## src/rtl/msid_pkg.sv

```systemverilog
package msid_pkg;

   localparam int SRCF_W     = 16;
   localparam int ADDR_SHIFT = 4;
   localparam int DLOW_W     = 5;
   localparam int ADDR_USED  = SRCF_W + ADDR_SHIFT;

   typedef enum logic [1:0] {
      ST_IDLE   = 2'd0,
      ST_DECIDE = 2'd1,
      ST_WAIT   = 2'd2
   } eng_state_t;

   typedef struct packed {
      logic [SRCF_W-1:0] src;
      logic              chk;
      logic              frc;
   } evt_t;

   function automatic logic [SRCF_W-1:0] form_src(
      input logic [ADDR_USED-1:0] awin,
      input logic [DLOW_W-1:0]    dlow
   );
      return awin[ADDR_SHIFT +: SRCF_W] | {{(SRCF_W-DLOW_W){1'b0}}, dlow};
   endfunction

endpackage

```

## src/rtl/msid_srcmap.sv

```systemverilog
module msid_srcmap
   import msid_pkg::*;
#(
   parameter int ADDR_W = 64
) (
   input  logic [ADDR_W-1:0] addr,
   input  logic [15:0]       data,
   output logic [SRCF_W-1:0] src
);

   generate
      if (ADDR_W < ADDR_USED) begin : g_bad_addr
         $error("msid_srcmap: ADDR_W too small for source field");
      end
   endgenerate

   logic unused_bits;
   assign unused_bits = ^{addr[ADDR_W-1:ADDR_USED], data[15:DLOW_W]};

   assign src = form_src(addr[ADDR_USED-1:0], data[DLOW_W-1:0]);

endmodule

```

## src/rtl/msid_cfg.sv

```systemverilog
module msid_cfg
   import msid_pkg::*;
#(
   parameter int MAX_SRC = 2048,
   parameter int IRQ_W   = 20,
   parameter int CFG_W   = 16
) (
   input  logic                clk,
   input  logic                rst_n,
   input  logic                cfg_wr,
   input  logic [CFG_W-1:0]    cfg_count,
   input  logic [IRQ_W-1:0]    cfg_base,
   input  logic [SRCF_W-1:0]   chk_src,
   output logic                in_range,
   output logic [IRQ_W-1:0]    base_q
);

   localparam int CNT_W  = $clog2(MAX_SRC + 1);
   localparam longint IN_MAX = (64'd1 << CFG_W) - 1;

   generate
      if (MAX_SRC < 1) begin : g_bad_max
         $error("msid_cfg: MAX_SRC must be positive");
      end
   endgenerate

   logic [CNT_W-1:0] cnt_q;
   logic [CNT_W-1:0] cnt_n;

   generate
      if (IN_MAX > MAX_SRC) begin : g_clamp
         always_comb begin
            if (32'(cfg_count) > 32'(MAX_SRC)) cnt_n = CNT_W'(MAX_SRC);
            else                               cnt_n = CNT_W'(cfg_count);
         end
      end else begin : g_pass
         always_comb cnt_n = CNT_W'(cfg_count);
      end
   endgenerate

   always_ff @(posedge clk) begin
      if (!rst_n) begin
         cnt_q  <= '0;
         base_q <= '0;
      end else if (cfg_wr) begin
         cnt_q  <= cnt_n;
         base_q <= cfg_base;
      end
   end

   assign in_range = (32'(chk_src) < 32'(cnt_q));

   a_r2_count_clamped : assert property (@(posedge clk) disable iff (!rst_n)
      cfg_wr |=> (32'(cnt_q) <= 32'(MAX_SRC)));

endmodule

```

## src/rtl/msid_force_slot.sv

```systemverilog
module msid_force_slot #(
   parameter int ADDR_W = 64,
   parameter int LOCK_W = 64
) (
   input  logic              clk,
   input  logic              rst_n,
   input  logic              frc_wr,
   input  logic [ADDR_W-1:0] frc_value,
   input  logic              take,
   input  logic              frc_done,
   input  logic              lock_wr,
   input  logic [LOCK_W-1:0] lock_wdata,
   output logic              pend,
   output logic [ADDR_W-1:0] val,
   output logic [LOCK_W-1:0] lock_q
);

   always_ff @(posedge clk) begin
      if (!rst_n) begin
         pend <= 1'b0;
         val  <= '0;
      end else if (frc_wr) begin
         pend <= 1'b1;
         val  <= frc_value;
      end else if (take) begin
         pend <= 1'b0;
      end
   end

   always_ff @(posedge clk) begin
      if (!rst_n)        lock_q <= '0;
      else if (lock_wr)  lock_q <= lock_wdata;
      else if (frc_done) lock_q <= '0;
   end

   a_r8_lock_cleared : assert property (@(posedge clk) disable iff (!rst_n)
      (frc_done && !lock_wr) |=> (lock_q == '0));

   a_r8_lock_write : assert property (@(posedge clk) disable iff (!rst_n)
      lock_wr |=> (lock_q == $past(lock_wdata)));

endmodule

```

## src/rtl/msid_engine.sv

```systemverilog
module msid_engine
   import msid_pkg::*;
#(
   parameter int PE_W  = 8,
   parameter int SRC_W = 11,
   parameter int IRQ_W = 20
) (
   input  logic              clk,
   input  logic              rst_n,
   input  logic              start,
   input  evt_t              start_evt,
   input  logic [PE_W-1:0]   start_pe,
   input  logic              in_range,
   input  logic [IRQ_W-1:0]  base,
   input  logic              rsp_valid,
   input  logic              rsp_err,
   input  logic [PE_W-1:0]   rsp_pe,
   output logic              idle,
   output logic [SRCF_W-1:0] cur_src,
   output logic              frc_done,
   output logic              ent_req,
   output logic [SRC_W-1:0]  ent_idx,
   output logic              trig_valid,
   output logic [SRC_W-1:0]  trig_src,
   output logic [IRQ_W-1:0]  trig_irq,
   output logic              err_drop
);

   generate
      if (SRC_W > SRCF_W) begin : g_bad_src
         $error("msid_engine: SRC_W wider than source field");
      end
   endgenerate

   eng_state_t      state_q, state_n;
   evt_t            evt_q;
   logic [PE_W-1:0] pe_q;
   logic            fire, drop, issue;

   always_comb begin
      state_n = state_q;
      fire    = 1'b0;
      drop    = 1'b0;
      issue   = 1'b0;
      unique case (state_q)
         ST_IDLE: begin
            if (start) state_n = ST_DECIDE;
         end
         ST_DECIDE: begin
            if (!in_range) begin
               drop    = 1'b1;
               state_n = ST_IDLE;
            end else if (evt_q.chk) begin
               issue   = 1'b1;
               state_n = ST_WAIT;
            end else begin
               fire    = 1'b1;
               state_n = ST_IDLE;
            end
         end
         ST_WAIT: begin
            if (rsp_valid) begin
               if (rsp_err || (rsp_pe != pe_q)) drop = 1'b1;
               else                             fire = 1'b1;
               state_n = ST_IDLE;
            end
         end
         default: state_n = ST_IDLE;
      endcase
   end

   always_ff @(posedge clk) begin
      if (!rst_n) begin
         state_q    <= ST_IDLE;
         evt_q      <= '0;
         pe_q       <= '0;
         ent_req    <= 1'b0;
         ent_idx    <= '0;
         trig_valid <= 1'b0;
         trig_src   <= '0;
         trig_irq   <= '0;
         err_drop   <= 1'b0;
      end else begin
         state_q    <= state_n;
         ent_req    <= issue;
         trig_valid <= fire;
         if (state_q == ST_IDLE && start) begin
            evt_q <= start_evt;
            pe_q  <= start_pe;
         end
         if (issue) ent_idx <= evt_q.src[SRC_W-1:0];
         if (fire) begin
            trig_src <= evt_q.src[SRC_W-1:0];
            trig_irq <= base + IRQ_W'(evt_q.src);
         end
         if (drop) err_drop <= 1'b1;
      end
   end

   assign idle     = (state_q == ST_IDLE);
   assign cur_src  = evt_q.src;
   assign frc_done = evt_q.frc && (fire || drop);

   a_r5_single_pulse : assert property (@(posedge clk) disable iff (!rst_n)
      trig_valid |=> !trig_valid);

   a_r3_one_fetch : assert property (@(posedge clk) disable iff (!rst_n)
      ent_req |=> !ent_req);

   a_r6_err_sticky : assert property (@(posedge clk) disable iff (!rst_n)
      err_drop |=> err_drop);

   a_r3_no_trig_on_fetch : assert property (@(posedge clk) disable iff (!rst_n)
      ent_req |-> !trig_valid);

endmodule

```

## src/rtl/msi_write_decoder.sv

```systemverilog
module msi_write_decoder
   import msid_pkg::*;
#(
   parameter int MAX_SRC = 2048,
   parameter int ADDR_W  = 64,
   parameter int PE_W    = 8,
   parameter int IRQ_W   = 20,
   parameter int LOCK_W  = 64,
   localparam int SRC_W  = $clog2(MAX_SRC)
) (
   input  logic              clk,
   input  logic              rst_n,
   input  logic              cfg_wr,
   input  logic [15:0]       cfg_count,
   input  logic [IRQ_W-1:0]  cfg_base,
   input  logic              msi_valid,
   output logic              msi_ready,
   input  logic [ADDR_W-1:0] msi_addr,
   input  logic [15:0]       msi_data,
   input  logic              msi_pe_en,
   input  logic [PE_W-1:0]   msi_pe,
   input  logic              frc_wr,
   input  logic [ADDR_W-1:0] frc_value,
   input  logic              lock_wr,
   input  logic [LOCK_W-1:0] lock_wdata,
   output logic [LOCK_W-1:0] lock_q,
   output logic              ent_req,
   output logic [SRC_W-1:0]  ent_idx,
   input  logic              ent_rsp_valid,
   input  logic              ent_rsp_err,
   input  logic [PE_W-1:0]   ent_rsp_pe,
   output logic              trig_valid,
   output logic [SRC_W-1:0]  trig_src,
   output logic [IRQ_W-1:0]  trig_irq,
   output logic              err_drop
);

   generate
      if ((1 << SRC_W) != MAX_SRC) begin : g_bad_pow2
         $error("msi_write_decoder: MAX_SRC must be a power of two");
      end
      if (PE_W < 1 || IRQ_W < SRC_W) begin : g_bad_w
         $error("msi_write_decoder: PE_W or IRQ_W out of range");
      end
   endgenerate

   logic              frc_pend, frc_done, idle, rng_ok, start;
   logic [ADDR_W-1:0] frc_val, mux_addr;
   logic [15:0]       mux_data;
   logic [SRCF_W-1:0] new_src, cur_src;
   logic [IRQ_W-1:0]  base_q;
   evt_t              new_evt;

   assign msi_ready = idle && !frc_pend;
   assign start     = idle && (frc_pend || msi_valid);
   assign mux_addr  = frc_pend ? frc_val : msi_addr;
   assign mux_data  = frc_pend ? 16'h0 : msi_data;

   always_comb begin
      new_evt.src = new_src;
      new_evt.chk = !frc_pend && msi_pe_en;
      new_evt.frc = frc_pend;
   end

   msid_srcmap #(.ADDR_W(ADDR_W)) u_srcmap (
      .addr (mux_addr),
      .data (mux_data),
      .src  (new_src)
   );

   msid_cfg #(.MAX_SRC(MAX_SRC), .IRQ_W(IRQ_W), .CFG_W(16)) u_cfg (
      .clk       (clk),
      .rst_n     (rst_n),
      .cfg_wr    (cfg_wr),
      .cfg_count (cfg_count),
      .cfg_base  (cfg_base),
      .chk_src   (cur_src),
      .in_range  (rng_ok),
      .base_q    (base_q)
   );

   msid_force_slot #(.ADDR_W(ADDR_W), .LOCK_W(LOCK_W)) u_force (
      .clk        (clk),
      .rst_n      (rst_n),
      .frc_wr     (frc_wr),
      .frc_value  (frc_value),
      .take       (idle && frc_pend),
      .frc_done   (frc_done),
      .lock_wr    (lock_wr),
      .lock_wdata (lock_wdata),
      .pend       (frc_pend),
      .val        (frc_val),
      .lock_q     (lock_q)
   );

   msid_engine #(.PE_W(PE_W), .SRC_W(SRC_W), .IRQ_W(IRQ_W)) u_engine (
      .clk        (clk),
      .rst_n      (rst_n),
      .start      (start),
      .start_evt  (new_evt),
      .start_pe   (msi_pe),
      .in_range   (rng_ok),
      .base       (base_q),
      .rsp_valid  (ent_rsp_valid),
      .rsp_err    (ent_rsp_err),
      .rsp_pe     (ent_rsp_pe),
      .idle       (idle),
      .cur_src    (cur_src),
      .frc_done   (frc_done),
      .ent_req    (ent_req),
      .ent_idx    (ent_idx),
      .trig_valid (trig_valid),
      .trig_src   (trig_src),
      .trig_irq   (trig_irq),
      .err_drop   (err_drop)
   );

   a_r2_fetch_in_range : assert property (@(posedge clk) disable iff (!rst_n)
      ent_req |-> $past(rng_ok));

   a_r7_busy_not_ready : assert property (@(posedge clk) disable iff (!rst_n)
      ent_req |-> !msi_ready);

   a_r7_force_first : assert property (@(posedge clk) disable iff (!rst_n)
      (idle && frc_pend) |-> !msi_ready);

endmodule

```

## config.mk

```make
export PLATFORM = sky130hd
export DESIGN_NAME = msi_write_decoder
export DESIGN_NICKNAME = d
export VERILOG_FILES = /design/src/rtl/msid_pkg.sv /design/src/rtl/msid_srcmap.sv /design/src/rtl/msid_cfg.sv /design/src/rtl/msid_force_slot.sv /design/src/rtl/msid_engine.sv /design/src/rtl/msi_write_decoder.sv
export SDC_FILE = /design/constraint.sdc
export NUM_CORES = 1
export LEC_CHECK = 0
export ABC_CLOCK_PERIOD_IN_PS = 3100
export CAP_MARGIN = 20
export CORE_MARGIN = 5
export CORE_UTILIZATION = 41
export CTS_CLUSTER_SIZE = 16
export DETAILED_ROUTE_END_ITERATION = 6
export PLACE_DENSITY = 0.91
export REMOVE_ABC_BUFFERS = 1
export SLEW_MARGIN = 0
export SYNTH_ARGS = -nofsm -noshare
export SYNTH_HDL_FRONTEND = slang
export SYNTH_SLANG_ARGS = --single-unit
```

## constraint.sdc

```tcl
create_clock -name clk -period 3.1 [get_ports clk]
set_clock_uncertainty 0.2 [all_clocks]
set_input_delay 0.465 -clock clk [delete_from_list [all_inputs] [get_ports clk]]
set_output_delay 0.465 -clock clk [all_outputs]
set_load 0.02 [all_outputs]
```

==> results.md, run 1 <==
- Initial Utilization: 0.414
- Hpwl dp: approximately 18000 um
- Clock Sinks: between 150 and 200
- Clock power share: 0.373
- Crit end category: flop
- Cells after Synth: 779
- CTS tree: done
- Htree depth: 4
- Skew-Pair Late Insertion Delay: approximately 420 ps
- Syn Area/Cell: 9.88 um^2
- Min cycle time layout: 3040 ps
- Antenna violations before repair: 1
- Area used by multi-input combinational logic: 3670 um^2
- Chip height: around 150 um
- # DRC: 0
- Pwr Density: 521 nW/um^2
- Switching Share: 0.276
- Status: finished clean
- Iteration count of the initial detailed-routing pass: 4
- Most frequent cells in the layout: clkdlybuf4s50_1, dfxtp_1, nor2_1
- Sequential power share: 0.447
- Largest net degree at the start of global routing: 103
- Total track usage: 0.212
- Detail Route Antenna Nets: 0
- Synth warn: 0
- Final Max Slew Viols: 0
- Worst Path Max Fanout: 8
- Yosys top cell area share: 0.484
- Layout net count: approximately 1300
- Worst Max-Slew Pin Slew: 617 ps
- Synth cell types: 53
- Wire per inst: 18.1 um
- Crit-path cells: ha_1 -> a211o_1 -> a31oi_1 -> o211ai_1 -> and2_1 -> o41a_1 -> buf_4 -> mux2i_1 -> nor2_1
- Worst slew margin: 0.588
- Pwr Total: approximately 6000 uW
- Layout fillers: 1531
- Commonest non-fill, non-tap cell in the layout: clkdlybuf4s50_1
- Vias per inst: 5.28
- Layout cells sized above 1: 0.0596
- LEAKAGE: 0.00463 uW
- Internal: roughly 4300 uW
- Sequential cell area: between 3000 and 4000 um^2
- Post-CTS Hold Buffers: 0
- Vias in the first global route: 6956
- DIE AREA: roughly 22000 um^2
- Worst setup SP type: flop
- Worst EP required: 3200 ps
- Sequential area share after synthesis: 0.484
- Cts bufs inserted: 17
- Max-cap violation count: 0
- Grt ovf: 0
- Synth area leader: dfxtp_1
- Synth Cell Area: 7700 um^2
- Peak VDD IR: 0.000363 V
- # rows: 50
- RSZ-0062 raised after global routing: false
- Core ar.: between 15000 and 20000 um^2
- Final Setup Violations: 0
- Vias: between 6000 and 7000
- Net Sw Power: 1620 uW
- Die X: 147 um
- Clock Path Buffers: 2
- Routed wire length: between 20000 and 25000 um
- Asr flop ratio synth: 0
- Crit path max-delay family: compound AO/OA/AOI/OAI gates
- Tcrit/Tclk final: 0.981
- Area growth, synth to finish: 46.5%
- I/O pin cnt: 379
- Number of DRC markers in iteration 0: about 260
- RePlAce Congestion: 0.852
- ANT cells: 0
- Synth Flop Type: dfxtp_1
- CP Class: flop to flop
- Worst min path class: flop to flop
- Ranking of synthesized cells by area: dfxtp_1, mux2i_1, a22o_1, nor2_1, ha_1
- FF+latch count, synth: ~190
- Root Buffer Master: clkbuf_16
- Final hold violation count: 0
- Crit path buf inv count: 1
- Clk slew on worst S/H paths: around 70 ps
- Post-synth EDFFs: 0
- First-pass GRT wire length: 36800 um
- IO buf count: 271
- Fmax: 0.329 GHz
- Peak per-stage delay on the critical path: 540 ps
- Crit-path slowest cell: o41a_1
- Setup TNS: 0 ps
- CP Data Arrival Time: 3140 ps
- Comb power frac: 0.181
[stage by stage]
step                setup WS, ps  hold slack (ps)  utilization  std cells  cell area (um^2)
floorplan                  -1160              248            -        735              7480
CTS                         76.3              273        0.605       1290             11200
global route                7.05              289        0.607       1291             11300
global placement             151              241        0.573       1258             10700
finish                      60.0              273        0.607       1291             11300
detailed placement          81.5              253        0.573       1258             10700
[registers in the layout, indices dropped and copies added (netlist names)]
name,count
u_engine.trig_valid,1
u_engine.ent_idx,11
u_engine.trig_irq,20
u_cfg.cnt_q,12
u_engine.cur_src,16
u_force.pend,1
u_engine.err_drop,1
u_engine.ent_req,1
u_engine.trig_src,11
u_cfg.base_q,20
u_engine.state_q,2
u_force.lock_q,64
u_engine.evt_q,2
u_force.val,16
u_engine.pe_q,8
[cell families after synthesis]
family          synth area share
fa+ha+maj                 0.0514
mux                        0.102
xor+xnor                  0.0216
simple gates               0.107
compound gates             0.193
buf+inv                   0.0419
flops                      0.484
[synthesized netlist by cell type, types with 15 or more instances]
library cell  count
o21ai_0          20
a22o_1           64
mux2i_1          77
nor2_1          118
nand2_1          32
xor2_1           15
a21oi_1          35
a211oi_1         19
inv_1            29
dfxtp_1         186
clkbuf_1         32
ha_1             30
[worst min-delay path, stage by stage (launching register included)]
cell and delay, ps:
dfxtp_1 320, nand2_1 50, a21oi_1 50
[repair_timing]
item                                    in CTS  in global routing
endpoints found under the setup margin       0                  2
gates resized for setup                      0                  2
buffers inserted                             0                  0
[worst paths after layout]
| kind | endpoint | slack [ps] | startpoint | cells after the start |
|---|---|---|---|---|
| worst max-delay path | u_engine.trig_src[0]$_SDFFE_PN0P_ | 60 | u_engine.cur_src[2]$_SDFFE_PN0P_ | 9 |
| worst min-delay path | u_engine.pe_q[0]$_SDFFE_PN0P_ | 270 | u_engine.pe_q[0]$_SDFFE_PN0P_ | 2 |
| worst max register to register | u_engine.trig_src[0]$_SDFFE_PN0P_ | 60 | u_engine.cur_src[2]$_SDFFE_PN0P_ | 9 |
| worst min register to register | u_engine.pe_q[0]$_SDFFE_PN0P_ | 270 | u_engine.pe_q[0]$_SDFFE_PN0P_ | 2 |
[cell type report]
type                            count  share of cell area
Sequential cell                   186               0.330
Tap cell                          234              0.0260
Multi-Input combinational cell    520               0.325
Clock inverter                     14              0.0137
Clock buffer                       18              0.0390
Timing Repair Buffer              290               0.256
Inverter                           29             0.00977
[power by group through the flow]
stage | combinational, uW | clock, uW | sequential (uW)
floorplan | 423 | 0 | 2750
global placement | 1030 | 0 | 2670
detailed placement | 1060 | 0 | 2670
CTS | 1060 | 2230 | 2620
global route | 1150 | 2340 | 2640
finish | 1060 | 2190 | 2620
[metal layers]
metal	vias to the layer above	GRT usage	wire, um
met1	3202	0.265	9670
met3	33	0.0777	2140
met2	251	0.350	11000
met5	-	0	13
li1	3324	-	-
met4	2	0.0531	461
No activity file was read; power rests on OpenSTA's default activity.
==> run 2: changes to the inputs <==
CELL_PAD_IN_SITES_DETAIL_PLACEMENT = 1   (was not set)
CELL_PAD_IN_SITES_GLOBAL_PLACEMENT = 2   (was not set)
CORE_UTILIZATION = 23   (was 41)
PLACE_DENSITY = 0.9   (was 0.91)
SETUP_SLACK_MARGIN = 0.2   (was not set)
==> run 2 against run 1 <==
  * Combinational power is 6% higher
  * Critical path depth is 1 higher
  * Die area rose by 72%
==> results.md, run 2 (synthesis gave the netlist of run 1 again) <==
- Status: finished clean (unchanged)
- Internal: 4380 uW (was 4250 uW)
- First-pass GRT wire length: 41500 um (was 36800 um)
- Htree depth: 4 (unchanged)
- Peak VDD IR: 0.000354 V (was 0.000363 V)
- Vias in the first global route: 7489 (was 6956)
- Net Sw Power: 1650 uW (was 1620 uW)
- Iteration count of the initial detailed-routing pass: 4 (unchanged)
- Post-place setup slack: 49.3 ps (was 81.5 ps)
- Die X: 193 um (was 147 um)
- Placed Area: 11000 um^2 (was 10700 um^2)
- Routed wl met3: 2180 um (was 2140 um)
- Tcrit/Tclk final: 0.909 (was 0.981)
- Hpwl dp: 21100 um (was 17500 um)
- Grt ovf: 0 (unchanged)
- Skew-Pair Late Insertion Delay: 430 ps (was 420 ps)
- CTS tree: done (unchanged)
- Initial Utilization: 0.231 (was 0.414)
- CP Data Arrival Time: 2900 ps (was 3140 ps)
- Worst min path class: flop to flop (unchanged)
- Root Buffer Master: clkbuf_16 (unchanged)
- Worst Path Max Fanout: 5 (was 8)
- # DRC: 0 (unchanged)
- Switching Share: 0.274 (was 0.276)
- # rows: 67 (was 50)
- Detail Route Antenna Nets: 0 (unchanged)
- Post-CTS Hold Buffers: 0 (unchanged)
- Max-cap violation count: 0 (unchanged)
- Number of DRC markers in iteration 0: 170 (was 264)
- I/O pin cnt: 379 (unchanged)
- ANT cells: 0 (unchanged)
- Worst Max-Slew Pin Slew: 1070 ps (was 617 ps)
- Area growth, synth to finish: 53.0% (was 46.5%)
- Sequential cell area: 3730 um^2 (was 3720 um^2)
- Final hold violation count: 0 (unchanged)
- Fmax: 0.355 GHz (was 0.329 GHz)
- Most flop-heavy register: u_force.lock_q (unchanged)
- Antenna violations before repair: 2 (was 1)
- Worst slew margin: 0.286 (was 0.588)
- Crit end category: flop (unchanged)
- Routed wl met2: 13600 um (was 11000 um)
- Area used by multi-input combinational logic: 3770 um^2 (was 3670 um^2)
- Commonest non-fill, non-tap cell in the layout: clkdlybuf4s50_1 (unchanged)
- Clock power share: 0.379 (was 0.373)
- Chip height: 193 um (was 147 um)
- Layout cells sized above 1: 0.0916 (was 0.0596)
- IO buf count: 271 (unchanged)
- Worst setup SP type: flop (unchanged)
- Vias: 6844 (was 6812)
- Final Max Slew Viols: 0 (unchanged)
- Vias per inst: 4.51 (was 5.28)
- LEAKAGE: 0.00471 uW (was 0.00463 uW)
- Routed wire length: 27300 um (was 23300 um)
- Worst EP required: 3180 ps (was 3200 ps)
- Layout net count: 1357 (was 1344)
- Comb power frac: 0.185 (was 0.181)
- Max FFs per register: 64 (unchanged)
- Core ar.: 33300 um^2 (was 18600 um^2)
- Clock Path Buffers: 2 (unchanged)
- Cts bufs inserted: 17 (unchanged)
- Clock Sinks: 186 (unchanged)
- RePlAce Congestion: 0.817 (was 0.852)
- Largest registers: u_force.lock_q: 64 flops, u_cfg.base_q: 20 flops, u_engine.trig_irq: 20 flops (unchanged)
- Final worst setup slack: 283 ps (was 60.0 ps)
- Wire per inst: 18.0 um (was 18.1 um)
- Largest net degree at the start of global routing: 96 (was 103)
- DIE AREA: 37200 um^2 (was 21600 um^2)
- Clk slew on worst S/H paths: 70 ps (about the same)
- Met1 WL: 11000 um (was 9670 um)
- Final Setup Violations: 0 (unchanged)
- Layout fillers: 3740 (was 1531)
- Design Area, Final: 11800 um^2 (was 11300 um^2)
- Total track usage: 0.145 (was 0.212)
- RSZ-0062 raised after global routing: true (was false)
- Min cycle time layout: 2820 ps (was 3040 ps)
- Sequential power share: 0.436 (was 0.447)
- CP Class: flop to flop (unchanged)
- Pwr Density: 512 nW/um^2 (was 521 nW/um^2)
- Max Used Layer: met5 (unchanged)
- Most frequent cells in the layout: clkdlybuf4s50_1, dfxtp_1, nor2_1 (unchanged)
run 2: routing by layer:
layer | vias up | GRT usage
li1 | 3341 | -
met1 | 3253 | 0.161
met2 | 216 | 0.253
met3 | 30 | 0.0579
met4 | 4 | 0.0471
met5 | - | 0
run 2: power by group through the flow:
stage	Sequential, uW	Clock, uW	Combinational [uW]
finish	2630	2280	1120
global route	2650	2470	1220
CTS	2630	2370	1120
detailed placement	2680	0	1110
global placement	2670	0	1090
floorplan	2750	0	423
run 2: worst paths after layout:
kind	end	cells after the start	startpoint	slack, ps
setup / recovery	u_engine.trig_src[2]$_SDFFE_PN0P_	10	u_cfg.cnt_q[7]$_SDFFE_PN0P_	280
hold / removal	u_engine.trig_irq[8]$_SDFFE_PN0P_	2	u_engine.trig_irq[8]$_SDFFE_PN0P_	270
setup reg to reg	u_engine.trig_src[2]$_SDFFE_PN0P_	10	u_cfg.cnt_q[7]$_SDFFE_PN0P_	280
hold reg to reg	u_engine.trig_irq[8]$_SDFFE_PN0P_	2	u_engine.trig_irq[8]$_SDFFE_PN0P_	270
run 2: stage by stage:
stage                     instances  power, uW  setup TNS, ps   util  hold slack (ps)
final                          1518       6030              0  0.354              273
after global routing           1518       6340              0  0.354              281
after CTS                      1515       6110              0  0.350              262
after detailed placement       1481       3790              0  0.331              258
after global placement         1481       3760              0  0.331              244
after floorplan                 735       3170         -69610      -              248
run 2: final cells by class:
class                   count  share of cell area
clock buffers              21              0.0399
clock inverters            11              0.0114
inverters                  29             0.00935
multi-input cells         520               0.320
flip-flops and latches    186               0.317
well taps                 448              0.0476
repair buffers            303               0.255
run 2: critical path: stages (launching register included):
cell	delay [ps]
dfxtp_1	310
inv_1	70
ha_4	270
and4_1	190
o21ai_1	70
o211ai_1	420
and2_4	260
o41a_1	370
buf_4	240
mux2i_1	210
nor2_1	60
run 2: what timing repair did:
| action | CTS | global route |
|---|---|---|
| endpoints found under the setup margin | 23 | 92 |
| gates cloned | 0 | 1 |
| setup buffers | 2 | 2 |
| hold endpoints to repair | 0 | 0 |
| gates resized for setup | 2 | 30 |
| pin swaps | 2 | 7 |
==> run 3: changes to the inputs <==
SLEW_MARGIN = not set   (was 0)
==> results of run 3 <==
Same layout as run 2: the final DEF is identical, and so are final timing and power.
